## config.mk

```make
export PLATFORM = sky130hd
export DESIGN_NAME = seq_addr_gen
export DESIGN_NICKNAME = d
export VERILOG_FILES = /design/src/rtl/sag_pkg.sv /design/src/rtl/sag_rate_div.sv /design/src/rtl/sag_lfsr.sv /design/src/rtl/sag_addr_next.sv /design/src/rtl/seq_addr_gen.sv
export SDC_FILE = /design/constraint.sdc
export NUM_CORES = 1
export LEC_CHECK = 0
export BUFFER_PORTS_ARGS = -buffer_cell sky130_fd_sc_hd__buf_2
export CAP_MARGIN = 20
export CORE_MARGIN = 1.5
export CORE_UTILIZATION = 45
export CTS_CLUSTER_SIZE = 20
export DETAILED_ROUTE_END_ITERATION = 12
export GPL_TIMING_DRIVEN = 1
export PLACE_DENSITY = 0.76
export REMOVE_ABC_BUFFERS = 1
export SYNTH_ARGS = -nofsm -noshare
export SYNTH_HDL_FRONTEND = slang
export SYNTH_HIERARCHICAL = 1
export SYNTH_SLANG_ARGS = --single-unit
export TNS_END_PERCENT = 5
```

## constraint.sdc

```tcl
create_clock -name clk -period 2.8 [get_ports clk]
set_clock_uncertainty 0.15 [all_clocks]
set_input_delay 0.56 -clock clk [delete_from_list [all_inputs] [get_ports clk]]
set_output_delay 0.56 -clock clk [all_outputs]
set_load 0.03 [all_outputs]
```

## src/rtl/sag_pkg.sv

```systemverilog
package sag_pkg;
  localparam int unsigned ADDR_W = 16;
  localparam int unsigned BANK_W = 3;
  localparam int unsigned RANK_W = 2;
  localparam int unsigned LFSR_W = 23;
  localparam int unsigned TAP_HI = 22;
  localparam int unsigned TAP_LO = 17;
  localparam int unsigned RATE_W = 4;
  localparam int unsigned WRAP_W = $clog2(ADDR_W) + 1;
  localparam int unsigned KEEP_LO = 3;

  typedef logic [ADDR_W-1:0] addr_t;
  typedef logic [LFSR_W-1:0] lfsr_t;
  typedef logic [WRAP_W-1:0] wrap_t;

  typedef enum logic [1:0] {LM_OFF = 2'd0, LM_RSVD = 2'd1, LM_FULL = 2'd2, LM_HIGH = 2'd3} lfsr_mode_e;
  typedef enum logic [1:0] {DS_HOLD = 2'd0, DS_XOR = 2'd1, DS_XOR_ADV = 2'd2, DS_RSVD = 2'd3} dsel_mode_e;

  // One step of the Fibonacci register; all-zeros is pushed back to 1.
  function automatic lfsr_t lfsr_step(lfsr_t s);
    lfsr_t n;
    n = {s[LFSR_W-2:0], s[TAP_HI] ^ s[TAP_LO]};
    if (n == '0) n = lfsr_t'(1);
    return n;
  endfunction

  // Bits [w:0] set; w past the top covers the whole address.
  function automatic addr_t span_mask(wrap_t w);
    addr_t m;
    for (int i = 0; i < ADDR_W; i++) m[i] = (i <= int'(w));
    return m;
  endfunction
endpackage

```

## src/rtl/sag_rate_div.sv

```systemverilog
module sag_rate_div
  import sag_pkg::*;
(
  input  logic              clk,
  input  logic              rst_n,
  input  logic              clear,
  input  logic              tick,
  input  logic [RATE_W-1:0] rate,
  output logic              fire
);
  logic [RATE_W-1:0] cnt_q;

  assign fire = tick && (cnt_q == rate);

  always_ff @(posedge clk or negedge rst_n) begin
    if (!rst_n)      cnt_q <= '0;
    else if (clear)  cnt_q <= '0;
    else if (tick)   cnt_q <= fire ? '0 : cnt_q + 1'b1;
  end


  tick_gap_chk: assert property (@(posedge clk) disable iff (!rst_n)
    (!$past(tick) && !$past(clear)) |-> cnt_q == $past(cnt_q));
endmodule

```

## src/rtl/sag_lfsr.sv

```systemverilog
module sag_lfsr
  import sag_pkg::*;
(
  input  logic  clk,
  input  logic  rst_n,
  input  logic  load,
  input  lfsr_t seed,
  input  logic  advance,
  output lfsr_t state_o,
  output lfsr_t next_o
);
  lfsr_t state_q;

  assign next_o  = lfsr_step(state_q);
  assign state_o = state_q;

  always_ff @(posedge clk or negedge rst_n) begin
    if (!rst_n)       state_q <= lfsr_t'(1);
    else if (load)    state_q <= (seed == '0) ? lfsr_t'(1) : seed;
    else if (advance) state_q <= next_o;
  end


  lfsr_nonzero_chk: assert property (@(posedge clk) disable iff (!rst_n) state_q != '0);


  lfsr_hold_chk: assert property (@(posedge clk) disable iff (!rst_n)
    (!$past(load) && !$past(advance)) |-> $stable(state_q));
endmodule

```

## src/rtl/sag_addr_next.sv

```systemverilog
module sag_addr_next
  import sag_pkg::*;
(
  input  addr_t             addr,
  input  logic [BANK_W-1:0] bank,
  input  logic [RANK_W-1:0] rank,
  input  logic              inc1,
  input  logic              inc8,
  input  logic              bank_inc,
  input  logic [RANK_W-1:0] rank_step,
  input  wrap_t             wrap,
  input  logic [1:0]        lmode,
  input  lfsr_t             lfsr_new,
  output addr_t             addr_n,
  output logic [BANK_W-1:0] bank_n,
  output logic [RANK_W-1:0] rank_n,
  output addr_t             win_mask
);
  addr_t inc, summed, stepped, scr_mask;

  always_comb begin
    win_mask = span_mask(wrap);
    inc      = (inc1 ? addr_t'(1) : '0) + (inc8 ? addr_t'(8) : '0);
    summed   = addr + inc;
    stepped  = (addr & ~win_mask) | (summed & win_mask);
    unique case (lfsr_mode_e'(lmode))
      LM_FULL: scr_mask = win_mask;
      LM_HIGH: scr_mask = win_mask & ~addr_t'((1 << KEEP_LO) - 1);
      default: scr_mask = '0;
    endcase
    addr_n = (stepped & ~scr_mask) | (lfsr_new[ADDR_W-1:0] & scr_mask);
    bank_n = bank + BANK_W'(bank_inc);
    rank_n = rank + rank_step;
  end
endmodule

```

## src/rtl/seq_addr_gen.sv

```systemverilog
module seq_addr_gen
  import sag_pkg::*;
(
  input  logic              clk,
  input  logic              rst_n,
  input  logic              load,
  input  logic [ADDR_W-1:0] cfg_addr,
  input  logic [BANK_W-1:0] cfg_bank,
  input  logic [RANK_W-1:0] cfg_rank,
  input  logic [LFSR_W-1:0] cfg_seed,
  input  logic              cfg_inc1,
  input  logic              cfg_inc8,
  input  logic              cfg_bank_inc,
  input  logic [RANK_W-1:0] cfg_rank_step,
  input  logic [WRAP_W-1:0] cfg_wrap,
  input  logic [1:0]        cfg_lfsr_mode,
  input  logic [RATE_W-1:0] cfg_rate,
  input  logic [1:0]        cfg_dsel_mode,
  input  logic              cmd_issued,
  input  logic              dsel_cycle,
  output logic [ADDR_W-1:0] addr_o,
  output logic [BANK_W-1:0] bank_o,
  output logic [RANK_W-1:0] rank_o,
  output logic [LFSR_W-1:0] lfsr_o,
  output logic [ADDR_W-1:0] bus_addr_o
);
  addr_t             addr_q, addr_n, win_mask;
  logic [BANK_W-1:0] bank_q, bank_n;
  logic [RANK_W-1:0] rank_q, rank_n;
  lfsr_t             lfsr_q, lfsr_nx;
  logic              cmd_tick, upd_fire, dsel_only, dsel_xor, lfsr_adv;

  // Named internal events
  assign cmd_tick  = cmd_issued && !load;
  assign dsel_only = dsel_cycle && !cmd_issued && !load;
  assign dsel_xor  = dsel_only && (dsel_mode_e'(cfg_dsel_mode) inside {DS_XOR, DS_XOR_ADV});
  assign lfsr_adv  = (upd_fire && cfg_lfsr_mode[1]) ||
                     (dsel_only && dsel_mode_e'(cfg_dsel_mode) == DS_XOR_ADV);

  sag_rate_div u_rate (
    .clk(clk), .rst_n(rst_n), .clear(load), .tick(cmd_tick),
    .rate(cfg_rate), .fire(upd_fire)
  );

  sag_lfsr u_lfsr (
    .clk(clk), .rst_n(rst_n), .load(load), .seed(cfg_seed),
    .advance(lfsr_adv), .state_o(lfsr_q), .next_o(lfsr_nx)
  );

  sag_addr_next u_next (
    .addr(addr_q), .bank(bank_q), .rank(rank_q),
    .inc1(cfg_inc1), .inc8(cfg_inc8), .bank_inc(cfg_bank_inc),
    .rank_step(cfg_rank_step), .wrap(cfg_wrap), .lmode(cfg_lfsr_mode),
    .lfsr_new(lfsr_nx), .addr_n(addr_n), .bank_n(bank_n), .rank_n(rank_n),
    .win_mask(win_mask)
  );

  always_ff @(posedge clk or negedge rst_n) begin
    if (!rst_n) begin
      addr_q <= '0;
      bank_q <= '0;
      rank_q <= '0;
    end else if (load) begin
      addr_q <= cfg_addr;
      bank_q <= cfg_bank;
      rank_q <= cfg_rank;
    end else if (upd_fire) begin
      addr_q <= addr_n;
      bank_q <= bank_n;
      rank_q <= rank_n;
    end
  end

  assign addr_o     = addr_q;
  assign bank_o     = bank_q;
  assign rank_o     = rank_q;
  assign lfsr_o     = lfsr_q;
  assign bus_addr_o = dsel_xor ? (addr_q ^ lfsr_q[ADDR_W-1:0]) : addr_q;


  load_capture_chk: assert property (@(posedge clk) disable iff (!rst_n)
    $past(load) |-> (addr_q == $past(cfg_addr) && bank_q == $past(cfg_bank)
                     && rank_q == $past(cfg_rank)));


  wrap_window_chk: assert property (@(posedge clk) disable iff (!rst_n)
    ($past(upd_fire) && !$past(load)) |-> ((addr_q ^ $past(addr_q)) & ~$past(win_mask)) == '0);


  addr_hold_chk: assert property (@(posedge clk) disable iff (!rst_n)
    (!$past(load) && !$past(upd_fire)) |-> (addr_q == $past(addr_q) && bank_q == $past(bank_q)
                                            && rank_q == $past(rank_q)));


  cmd_over_dsel_chk: assert property (@(posedge clk) disable iff (!rst_n)
    (cmd_issued && dsel_cycle) |-> bus_addr_o == addr_o);
endmodule

```

* Word-level counts from Yosys, hierarchy flattened
Index checks and enable logic that the tools add are counted.
** Cells by class
- Mux-type cells :: 17
- Order comparisons :: 15
- Bitwise gates (word level) :: 10
- Equality and inequality tests :: 5
- Reductions and logical operators :: 16
- Add/sub/neg operators :: 5
** Operators by type and width (number)
- $mux 23 :: 4
- $and 16x16->16 :: 4
- $mux 16 :: 3
- $logic_not 23->1 :: 2
- $le 4x5->1 const A :: 8
- $add 16x16->16 :: 2
- $not 16->16 :: 2
- $or 16x16->16 :: 2
- $pmux 16 s2 :: 1
- $le 3x5->1 const A :: 4
- $mux 4 :: 4
- $xor 16x16->16 :: 1
- $le 2x5->1 const A :: 2
- $reduce_bool 2->1 :: 4
- $logic_and 1x1->1 :: 7
- $eq 2x2->1 const B :: 3
- $mux 3 :: 2
- $le 1x5->1 const A :: 1
- $add 4x1->4 const B :: 1
- $eq 4x4->1 :: 1
- $mux 2 :: 2
- $add 3x1->3 :: 1
- $add 2x2->2 :: 1
- $eq 2x1->1 const B :: 1
- other kinds (4) :: 5
** Storage, ports and cells
- Word-level logic and storage cells :: 73
- Flip-flop bits (word level) :: 48
- Output and inout port bits :: 60
- Bits of input ports :: 67

* Logic depth before layout (Yosys ltp)
Gate-level depths: netlist of the first run.
- Depth after elaboration :: 9
- Depth in mapped cells :: 12
- Mapped depth without buffers :: 9

* Cells and area by module
The synthesis of the first run kept the hierarchy.
** By module, submodules not included
- sag_lfsr :: cells an instance 144, area an instance 1300.0 um^2, instances 1, sequential area each 576.8 um^2
- seq_addr_gen :: cells an instance 131, area an instance 1236.2 um^2, instances 1, sequential area each 525.5 um^2
- sag_addr_next :: cells an instance 137, area an instance 872.1 um^2, instances 1, sequential area each 0.0 um^2
- sag_rate_div :: cells an instance 26, area an instance 270.3 um^2, instances 1, sequential area each 100.1 um^2

* Worst setup path after synthesis of the first run
No wires, ideal clock.
- Path type :: input to register
- From :: input cfg_rate[2]
- To :: register u_lfsr.state_q[0] (netlist: u_lfsr/state_o[0])
- Arrival :: 2.649 ns
- Path slack :: -0.063 ns
- Setup time :: 0.064 ns
- Buffers on the path :: 3
- Cell stages on the path :: 10
- Data required time :: 2.586 ns
- Cells stage by stage :: xor2_1 -> nor4_2 -> and2_1 -> clkbuf_1 -> buf_2 -> a22o_1 -> clkbuf_8 -> clkinvlp_2 -> or4_1 -> nand3_1
** On the way
- Cells in the longest elaborated chain, start to end :: 5
** RTL lines
- start, declared :: line seq_addr_gen.sv:17 : input logic [RATE_W-1:0] cfg_rate,
- $eq 4x4->1 :: line sag_rate_div.sv:13 : assign fire = tick && (cnt_q == rate);
- $logic_and 1x1->1 :: line sag_rate_div.sv:13
- named net upd_fire :: line seq_addr_gen.sv:31 : logic cmd_tick, upd_fire, dsel_only, dsel_xor, lfsr_adv;
- $logic_and 1x1->1 :: line seq_addr_gen.sv:37 : assign lfsr_adv = (upd_fire && cfg_lfsr_mode[1]) ||
- $logic_or 1x1->1 :: line seq_addr_gen.sv:37
- named net lfsr_adv :: line seq_addr_gen.sv:31
- $reduce_bool 2->1 (no source line)
- end signal, assigned :: line sag_lfsr.sv:18 : if (!rst_n) state_q <= lfsr_t'(1);
- end signal, assigned :: line sag_lfsr.sv:19 : else if (load) state_q <= (seed == '0) ? lfsr_t'(1) : seed;
- end signal, assigned :: line sag_lfsr.sv:20 : else if (advance) state_q <= next_o;
- end, declared :: line sag_lfsr.sv:12 : lfsr_t state_q;
The timed path passes the listed nets, and every way through them passes these cells.
A chain may end at the register's enable or synchronous reset.

* Final worst setup path of the first run
- From :: input cfg_dsel_mode[0]
- To :: output bus_addr_o[8]
** On the way
- Cells in the longest elaborated chain, start to end :: 4
- Elaborated cells between the ends (all ways) :: 5
- Classes of those cells :: 2 x eq/ne; 1 x mux; 2 x reduce/logical
** RTL lines
- start, declared :: line seq_addr_gen.sv:18 : input logic [1:0] cfg_dsel_mode,
- $eq 2x1->1 / $eq 2x2->1 (equally long branches) :: line seq_addr_gen.sv:36 : assign dsel_xor = dsel_only && (dsel_mode_e'(cfg_dsel_mode) inside {DS_XOR, DS_XOR_ADV});
- $reduce_bool 2->1 (*) :: line seq_addr_gen.sv:36
- $logic_and 1x1->1 (*) :: line seq_addr_gen.sv:36
- $mux 16 (*) :: line seq_addr_gen.sv:78 : assign bus_addr_o = dsel_xor ? (addr_q ^ lfsr_q[ADDR_W-1:0]) : addr_q;
- end, declared :: line seq_addr_gen.sv:25 : output logic [ADDR_W-1:0] bus_addr_o
Every way passes the cells marked *; elsewhere a longest branch is shown, timed or not.

==> qor.yml, run 1 <==
drc_errors: 0
rows: 32
numCtsBuffers: 5
combPwrFrac_pct: 31.2
fillers: 735
htreeDepth: 2
fin_crit_sh_pct: 94.29
rsz0062_at_grt: "no"
dieArea_sq_um: 8614
wire_per_inst_um: 15.57
ys_warn_count: 6
tightest_slew_ns: 0.8964
clock_sinks: 48
grt_usage_pct: 22.91
clk_latency_ns: 0.30
core_sq_um: 7767
end_kind: "output port"
cp.arrival_ns: 1.93
hold_viol_final: 0
reg2reg_from: "u_rate/cnt_q[2]"
powerDensity_nw_per_um2: 470.0
synthesis.area_sq_um: 3630
grt_pass1_vias: 3254
drt_pass1_iterations: 5
status: "complete, no violations"
io_pins: 127
power.total_mw: 2.077
cts_setup_buffers: 0
port_buffers: 126
ant_nets: 0
grt_max_degree: 62
fmax_mhz: 378.8
crit_type: "primary input to output port"
dp_hpwl_mm: 7.448
hp-class: "primary input to async pin"
cts.hold.buffers_added: 0
r2r_cells: 7
grt_overflow: 0
power.leakage_nw: 1.901
relSlewSlack_pct: 40.24
drive_gt1_share_pct: 31.39
grt_pass1_wl_mm: 15.80
reg2reg_to: "u_lfsr/state_o[0]"
nets: 606
vias: 3527
antenna_found_initial: 0
clk_path_buf_depth: 2
peakVddDrop_v: 0.0002180
cp.required_ns: 2.09
switching_power_mw: 0.7675
area_growth_pct: 21.79
setup_viol: 0
avgSynthCellArea_sq_um: 8.520
cts-resized-gates: 0
via_per_inst: 5.554
r2r_slack_ns: 0.44
path_clk_slew_ns: 0.10
seqPwrFrac_pct: 41.8
worstPathMaxFanout: 16
globalplace.congestion: 0.8862
die_w_um: 92.81
die_h_um: 92.81
maxCapViolCount: 0
holdWs_ns: 0.2160
slew_viol_final: 0
critPathLaunchType: "primary input"
wl_mm: 9.890
root_buffer: "clkbuf_8"
drtIter0Drc: 188
setup_tns_ns: 0
synth_cells: 426
initial_core_util_pct: 46.73
p_int_mw: 1.310
cts_tree: "done"
clockPowerShare_pct: 27.0
fin_crit_ns: 2.640
sw_frac_of_total_pct: 36.95
==> state kept, by name, indices dropped and copies added (netlist names) <==
signal and count:
u_lfsr/state_o 23, u_rate/cnt_q 4, addr_o 16, bank_o 3, rank_o 2
==> per-stage QoR <==
stage / utilization (%) / worst slack (ns) / instance area, sq um / cells
finish: 56.91 / 0.1598 / 4420 / 635
global route: 56.88 / 0.04687 / 4418 / 634
CTS: 56.88 / 0.1459 / 4418 / 634
detailed placement: 55.25 / 0.1477 / 4292 / 626
global placement: 55.25 / 0.2482 / 4292 / 626
floorplan: - / -1.213 / 3431 / 386
==> final cells by class <==
type / instances / area (sq um) / share of cell area [%]
Antenna cell: 1 / 2.502 / 0.05661
Tap cell: 102 / 127.6 / 2.887
Clock buffer: 7 / 96.34 / 2.179
Sequential cell: 48 / 1202 / 27.20
Timing Repair Buffer: 138 / 733.2 / 16.59
Clock inverter: 1 / 30.03 / 0.6793
Multi-Input combinational cell: 329 / 2193 / 49.62
Inverter: 9 / 35.03 / 0.7925
==> critical path: stages <==
cell and delay [ns]:
buf_2 0.07, inv_1 0.03, ha_1 0.31, nor4b_4 0.30, buf_12 0.19, nand2_1 0.07
xnor2_1 0.16, buf_2 0.22
==> metal layers <==
metal	up-vias	wire length [um]	GRT usage [%]
li1	1727	-	-
met1	1654	4352	30.81
met2	134	4793	38.02
met3	12	636	3.777
met4	0	108	6.061
met5	-	0	0
==> worst max-delay path by stage <==
stage,depth (start not counted),end,from
CTS,8,bus_addr_o[5],cfg_dsel_mode[0]
floorplan,7,u_lfsr/state_o[0],cfg_rate[2]
global placement,8,bus_addr_o[2],cfg_dsel_mode[0]
finish,8,bus_addr_o[8],cfg_dsel_mode[0]
global route,8,bus_addr_o[5],cfg_dsel_mode[0]
detailed placement,8,bus_addr_o[8],cfg_dsel_mode[0]
==> power by group through the flow <==
stage               Sequential [mW]  Clock (mW)  Combinational, mW
floorplan                     0.975           0              0.285
global placement              0.879           0              0.634
detailed placement            0.882           0              0.649
CTS                           0.868       0.579              0.650
global route                  0.882       0.605              0.703
finish                        0.869       0.560              0.648
==> layout by cell type (no fill, tap or decap), drive strengths merged, types with 8 or more instances in the layout <==
cell   count
ha         8
nor4      13
mux2i     44
nand2     75
o21ai     57
xnor2     20
buf      138
a21oi     10
nor2      13
inv        8
dfrtp     47
No activity file was read; power rests on OpenSTA's default activity.
==> run 2, diff against run 1 <==
--- a/config.mk
+++ b/config.mk
@@ -11,7 +11,9 @@
 export CORE_UTILIZATION = 45
 export CTS_CLUSTER_SIZE = 20
 export DETAILED_ROUTE_END_ITERATION = 12
+export GPL_ROUTABILITY_DRIVEN = 0
 export GPL_TIMING_DRIVEN = 1
+export MAX_ROUTING_LAYER = met4
 export PLACE_DENSITY = 0.76
 export REMOVE_ABC_BUFFERS = 1
 export SYNTH_ARGS = -nofsm -noshare
==> run 2 against run 1 <==
Effect of this change: sequential share of layout area up 0.30 points; largest cell class unchanged; hold slack worse by 0.0016 ns; sequential power about the same; die area did not move.
==> qor.yml, run 2 (synthesized netlist as in run 1, its figures left out) <==
htreeDepth: 2
hp-class: "primary input to async pin"
core_sq_um: 7767
wire_per_inst_um: 15.42
setup_tns_ns: 0
cp_slowest_cell: "ha_1"
hold_viol_final: 0
fin_crit_ns: 2.593
nets: 606
cts_setup_buffers: 0
io_pins: 127
critPathLaunchType: "primary input"
clock_sinks: 48
cts-resized-gates: 0
port_buffers: 126
dp_hpwl_mm: 7.355
layout_common_cells: "buf_2, nand2_1, o21ai_0, dfrtp_1, mux2i_1"
root_buffer: "clkbuf_8"
relSlewSlack_pct: 42.21
fmax_mhz: 385.6
fillers: 762
holdWs_ns: 0.2144
worstPathMaxFanout: 16
crit_type: "primary input to output port"
area_growth_pct: 20.48
drc_errors: 0
grt_pass1_vias: 3282
peakVddDrop_v: 0.0001865
cts.hold.buffers_added: 0
path_clk_slew_ns: 0.09
status: "complete, no violations"
drt_pass1_iterations: 4
rows: 32
fin_crit_sh_pct: 92.61
cts_tree: "done"
cpPeakStageDelay_ns: 0.31
worstSetupStartpoint: "cfg_dsel_mode[0]"
antenna_found_initial: 0
rsz0062_at_grt: "no"
tightest_slew_ns: 0.8668
critical_path_buf_inv_count: 4
crit_family: "buffers and inverters"
insertedDiodeCount: 0
end_kind: "output port"
largest_reg_flops: 23
slew_viol_final: 0
reg2reg_from: "u_rate/cnt_q[2]"
wl_mm: 9.775
drive_gt1_share_pct: 31.02
die_w_um: 92.81
drtIter0Drc: 152
numCtsBuffers: 5
cp.required_ns: 2.09
clk_path_buf_depth: 2
setup_viol: 0
grt_max_degree: 54
grt_overflow: 0
grt_pass1_wl_mm: 15.61
critical_path.most_common_cell: "buf_2"
vias: 3533
initial_core_util_pct: 46.73
maxCapViolCount: 0
grt_usage_pct: 23.31
cp.arrival_ns: 1.88
die_h_um: 92.81
path_cells: "buf_2 > inv_1 > ha_1 > nor4b_4 > buf_12 > nand2_1 > xnor2_1 > buf_2"
dieArea_sq_um: 8614
clk_latency_ns: 0.30
powerDensity_nw_per_um2: 440.2
layout_commonest_cell: "buf_2"
ant_nets: 0
power.leakage_nw: 1.879
via_per_inst: 5.573
-- run 2: cell types whose count changed in the layout (fill, tap and decap cells not counted), sizes merged --
cell / change
bufinv: -1
clkinv: +1
diode: -1
-- run 2: stage by stage --
| stage | total power, mW | setup WS [ns] | util (%) | cell area [sq um] | instances |
|---|---|---|---|---|---|
| final | 1.925 | 0.2069 | 56.30 | 4373 | 634 |
| after global routing | 2.036 | 0.08613 | 56.30 | 4373 | 634 |
| after CTS | 1.942 | 0.1889 | 56.30 | 4373 | 634 |
| after detailed placement | 1.527 | 0.1895 | 55.25 | 4292 | 626 |
| after global placement | 1.512 | 0.2473 | 55.25 | 4292 | 626 |
| after floorplan | 1.259 | -1.213 | - | 3431 | 386 |
-- run 2: report_power, final --
group	total (mW)	switching, mW	internal [mW]
Combinational	0.647	0.408	0.239
Clock	0.408	0.232	0.176
Sequential	0.869	0.114	0.755
-- run 2: metal layers --
layer	vias to the layer above	routed length, um	GRT usage [%]
met5	-	0	-
met4	0	143	7.197
met3	16	583	3.941
met2	127	4654	36.68
met1	1660	4394	30.69
li1	1730	-	-
-- run 2: worst register-to-register path, stage by stage (launching register included) --
cell and delay (ns):
dfrtp_1 0.43, xor2_1 0.20, nor4_2 0.36, and2_1 0.21, a22o_1 0.23, clkinvlp_2 0.15
or4_1 0.51, nand3_1 0.09
-- run 2: final cells by class --
type | instances | area [sq um] | share of cell area, %
clock buffer | 7 | 76.32 | 1.745
clock inverter | 1 | 5.005 | 0.1144
inverter | 9 | 35.03 | 0.8011
multi-input combinational | 329 | 2193 | 50.16
sequential | 48 | 1202 | 27.50
tap | 102 | 127.6 | 2.918
timing repair buffer | 138 | 733.2 | 16.77
-- run 2: path summary, 6_finish.rpt --
path / end / slack, ns / cells past startpoint
worst max-delay path: bus_addr_o[7] / 0.21 / 8
worst min-delay path: addr_o[8] / 0.21 / 1
worst max register to register: u_lfsr/state_o[0] / 0.42 / 7
worst min register to register: u_lfsr/state_o[22] / 0.44 / 2
max in group asynchronous: u_lfsr/state_o[22] / 1.64 / 2
min in group clk: addr_o[4] / 0.31 / 3
==> run 3, diff against run 2 <==
--- a/config.mk
+++ b/config.mk
@@ -14,7 +14,7 @@
 export GPL_ROUTABILITY_DRIVEN = 0
 export GPL_TIMING_DRIVEN = 1
 export MAX_ROUTING_LAYER = met4
-export PLACE_DENSITY = 0.76
+export PLACE_DENSITY = 0.73
 export REMOVE_ABC_BUFFERS = 1
 export SYNTH_ARGS = -nofsm -noshare
 export SYNTH_HDL_FRONTEND = slang
==> constraint.sdc (replaced) <==
create_clock -name clk -period 3.2 [get_ports clk]
set_clock_uncertainty 0.15 [all_clocks]
set_input_delay 0.64 -clock clk [delete_from_list [all_inputs] [get_ports clk]]
set_output_delay 0.64 -clock clk [all_outputs]
set_load 0.03 [all_outputs]
==> run 3 against run 2 <==
Effect of this change: sequential power fell by 12%; sequential share of layout area rose by 0.13 points; die area did not move; sequential cell count did not move; global-route usage rose by 0.19 points; critical path type unchanged; largest power group unchanged.
==> qor.yml, run 3 (synthesized netlist as in run 1, its figures left out) <==
slew_viol_final: 0
grt_use_met3_pct: 4.187
critical_path.most_common_cell: "buf_2"
crit_type: "primary input to output port"
path_cells: "buf_2 > inv_1 > ha_1 > nor4b_4 > buf_4 > nand2_1 > xnor2_1 > buf_2"
core_sq_um: 7767
port_buffers: 126
grtUsageMet2_pct: 37.65
drive_gt1_share_pct: 30.87
rsz0062_at_grt: "no"
die_w_um: 92.81
path_clk_slew_ns: 0.10
wl_mm: 9.964
clk_latency_ns: 0.30
maxCapViolCount: 0
die_h_um: 92.81
cts-resized-gates: 0
drc_errors: 0
clock_sinks: 48
vias: 3596
numCtsBuffers: 5
clk_path_buf_depth: 2
fmax_mhz: 359.3
cts.hold.buffers_added: 0
io_pins: 127
dieArea_sq_um: 8614
cp.required_ns: 2.41
fin_crit_sh_pct: 86.98
via_per_inst: 5.708
place_ws_ns: 0.4281
grt_usage_pct: 23.50
cp.arrival_ns: 1.99
largest_reg_flops: 23
root_buffer: "clkbuf_8"
reg2reg_from: "addr_o[3]"
insertedDiodeCount: 0
cts_setup_buffers: 0
powerDensity_nw_per_um2: 390.8
layout_commonest_cell: "buf_2"
reg2reg_to: "addr_o[15]"
cts_tree: "done"
nets: 602
power.total_mw: 1.701
status: "complete, no violations"
grt_pass1_vias: 3228
peakVddDrop_v: 0.0001858
relSlewSlack_pct: 66.14
ant_nets: 0
grt_max_degree: 63
fin_crit_ns: 2.783
final_core_util_pct: 56.04
tightest_slew_ns: 0.5080
antenna_found_initial: 0
area_growth_pct: 19.92
htreeDepth: 2
r2r_cells: 7
setup_ws_ns: 0.4166
layout_common_cells: "buf_2, nand2_1, o21ai_0, dfrtp_1, mux2i_1"
r2r_slack_ns: 0.70
rows: 32
grt_overflow: 0
wire_per_inst_um: 15.82
post-route-cell-area_sq_um: 4353
critical_path_buf_inv_count: 4
holdWs_ns: 0.04053
critPathLaunchType: "primary input"
grt.busiest_layer: "met2"
initial_core_util_pct: 46.73
dp_hpwl_mm: 7.316
hold_viol_final: 0
end_kind: "output port"
worstPathMaxFanout: 16
cpPeakStageDelay_ns: 0.31
drtIter0Drc: 169
power.leakage_nw: 1.867
hp-class: "primary input to async pin"
use_met1_pct: 30.55
dpl-instance-area_sq_um: 4242
grt_pass1_wl_mm: 15.79
crit_family: "buffers and inverters"
cp_slowest_cell: "ha_1"
drt_pass1_iterations: 4
setup_viol: 0
==> run 3: changes by cell type in the layout (fill, tap and decap cells not counted) <==
cell	change
inv_6	+1
buf_4	-4
clkbuf_1	-2
clkinv_4	+1
==> run 3: per-layer routing <==
layer / up-vias / routed length, um
met3: 19 / 661
met2: 145 / 4832
met5: - / 0
li1: 1715 / -
met4: 0 / 139
met1: 1717 / 4330
==> run 3: worst max-delay path by stage <==
| stage | startpoint | end | slack [ns] | cells after the start |
|---|---|---|---|---|
| after CTS | cfg_dsel_mode[0] | bus_addr_o[3] | 0.43 | 8 |
| after global placement | cfg_dsel_mode[0] | bus_addr_o[3] | 0.46 | 8 |
| after global routing | cfg_dsel_mode[0] | bus_addr_o[11] | 0.30 | 8 |
| after floorplan | cfg_rate[2] | u_lfsr/state_o[0] | -0.89 | 7 |
| after detailed placement | cfg_dsel_mode[0] | bus_addr_o[3] | 0.43 | 8 |
| final | cfg_dsel_mode[0] | bus_addr_o[0] | 0.42 | 8 |
==> run 3: area by class of cell <==
cell class | count | area (sq um)
clock buffers | 5 | 68.82
clock inverters | 3 | 22.52
fillers | 726 | 3415
inverters | 9 | 35.03
multi-input cells | 329 | 2193
flip-flops and latches | 48 | 1202
well taps | 102 | 127.6
repair buffers | 134 | 703.2
==> run 3: where the power goes <==
group / total (mW) / switching, mW / internal [mW] / leakage, nW
registers: 0.765 / 0.104 / 0.661 / 0.588
clock network: 0.378 / 0.221 / 0.157 / 0.0485
logic: 0.558 / 0.353 / 0.205 / 1.23
total: 1.70 / 0.678 / 1.02 / 1.87
==> run 3: metrics by stage <==
| step | cells | TNS (ns) |
|---|---|---|
| 3_3_place_gp | 621 | 0 |
| 4_1_cts | 629 | 0 |
| 5_1_grt | 630 | 0 |
| 3_5_place_dp | 621 | 0 |
| 6_report | 630 | 0 |
| 2_1_floorplan | 386 | -9.437 |
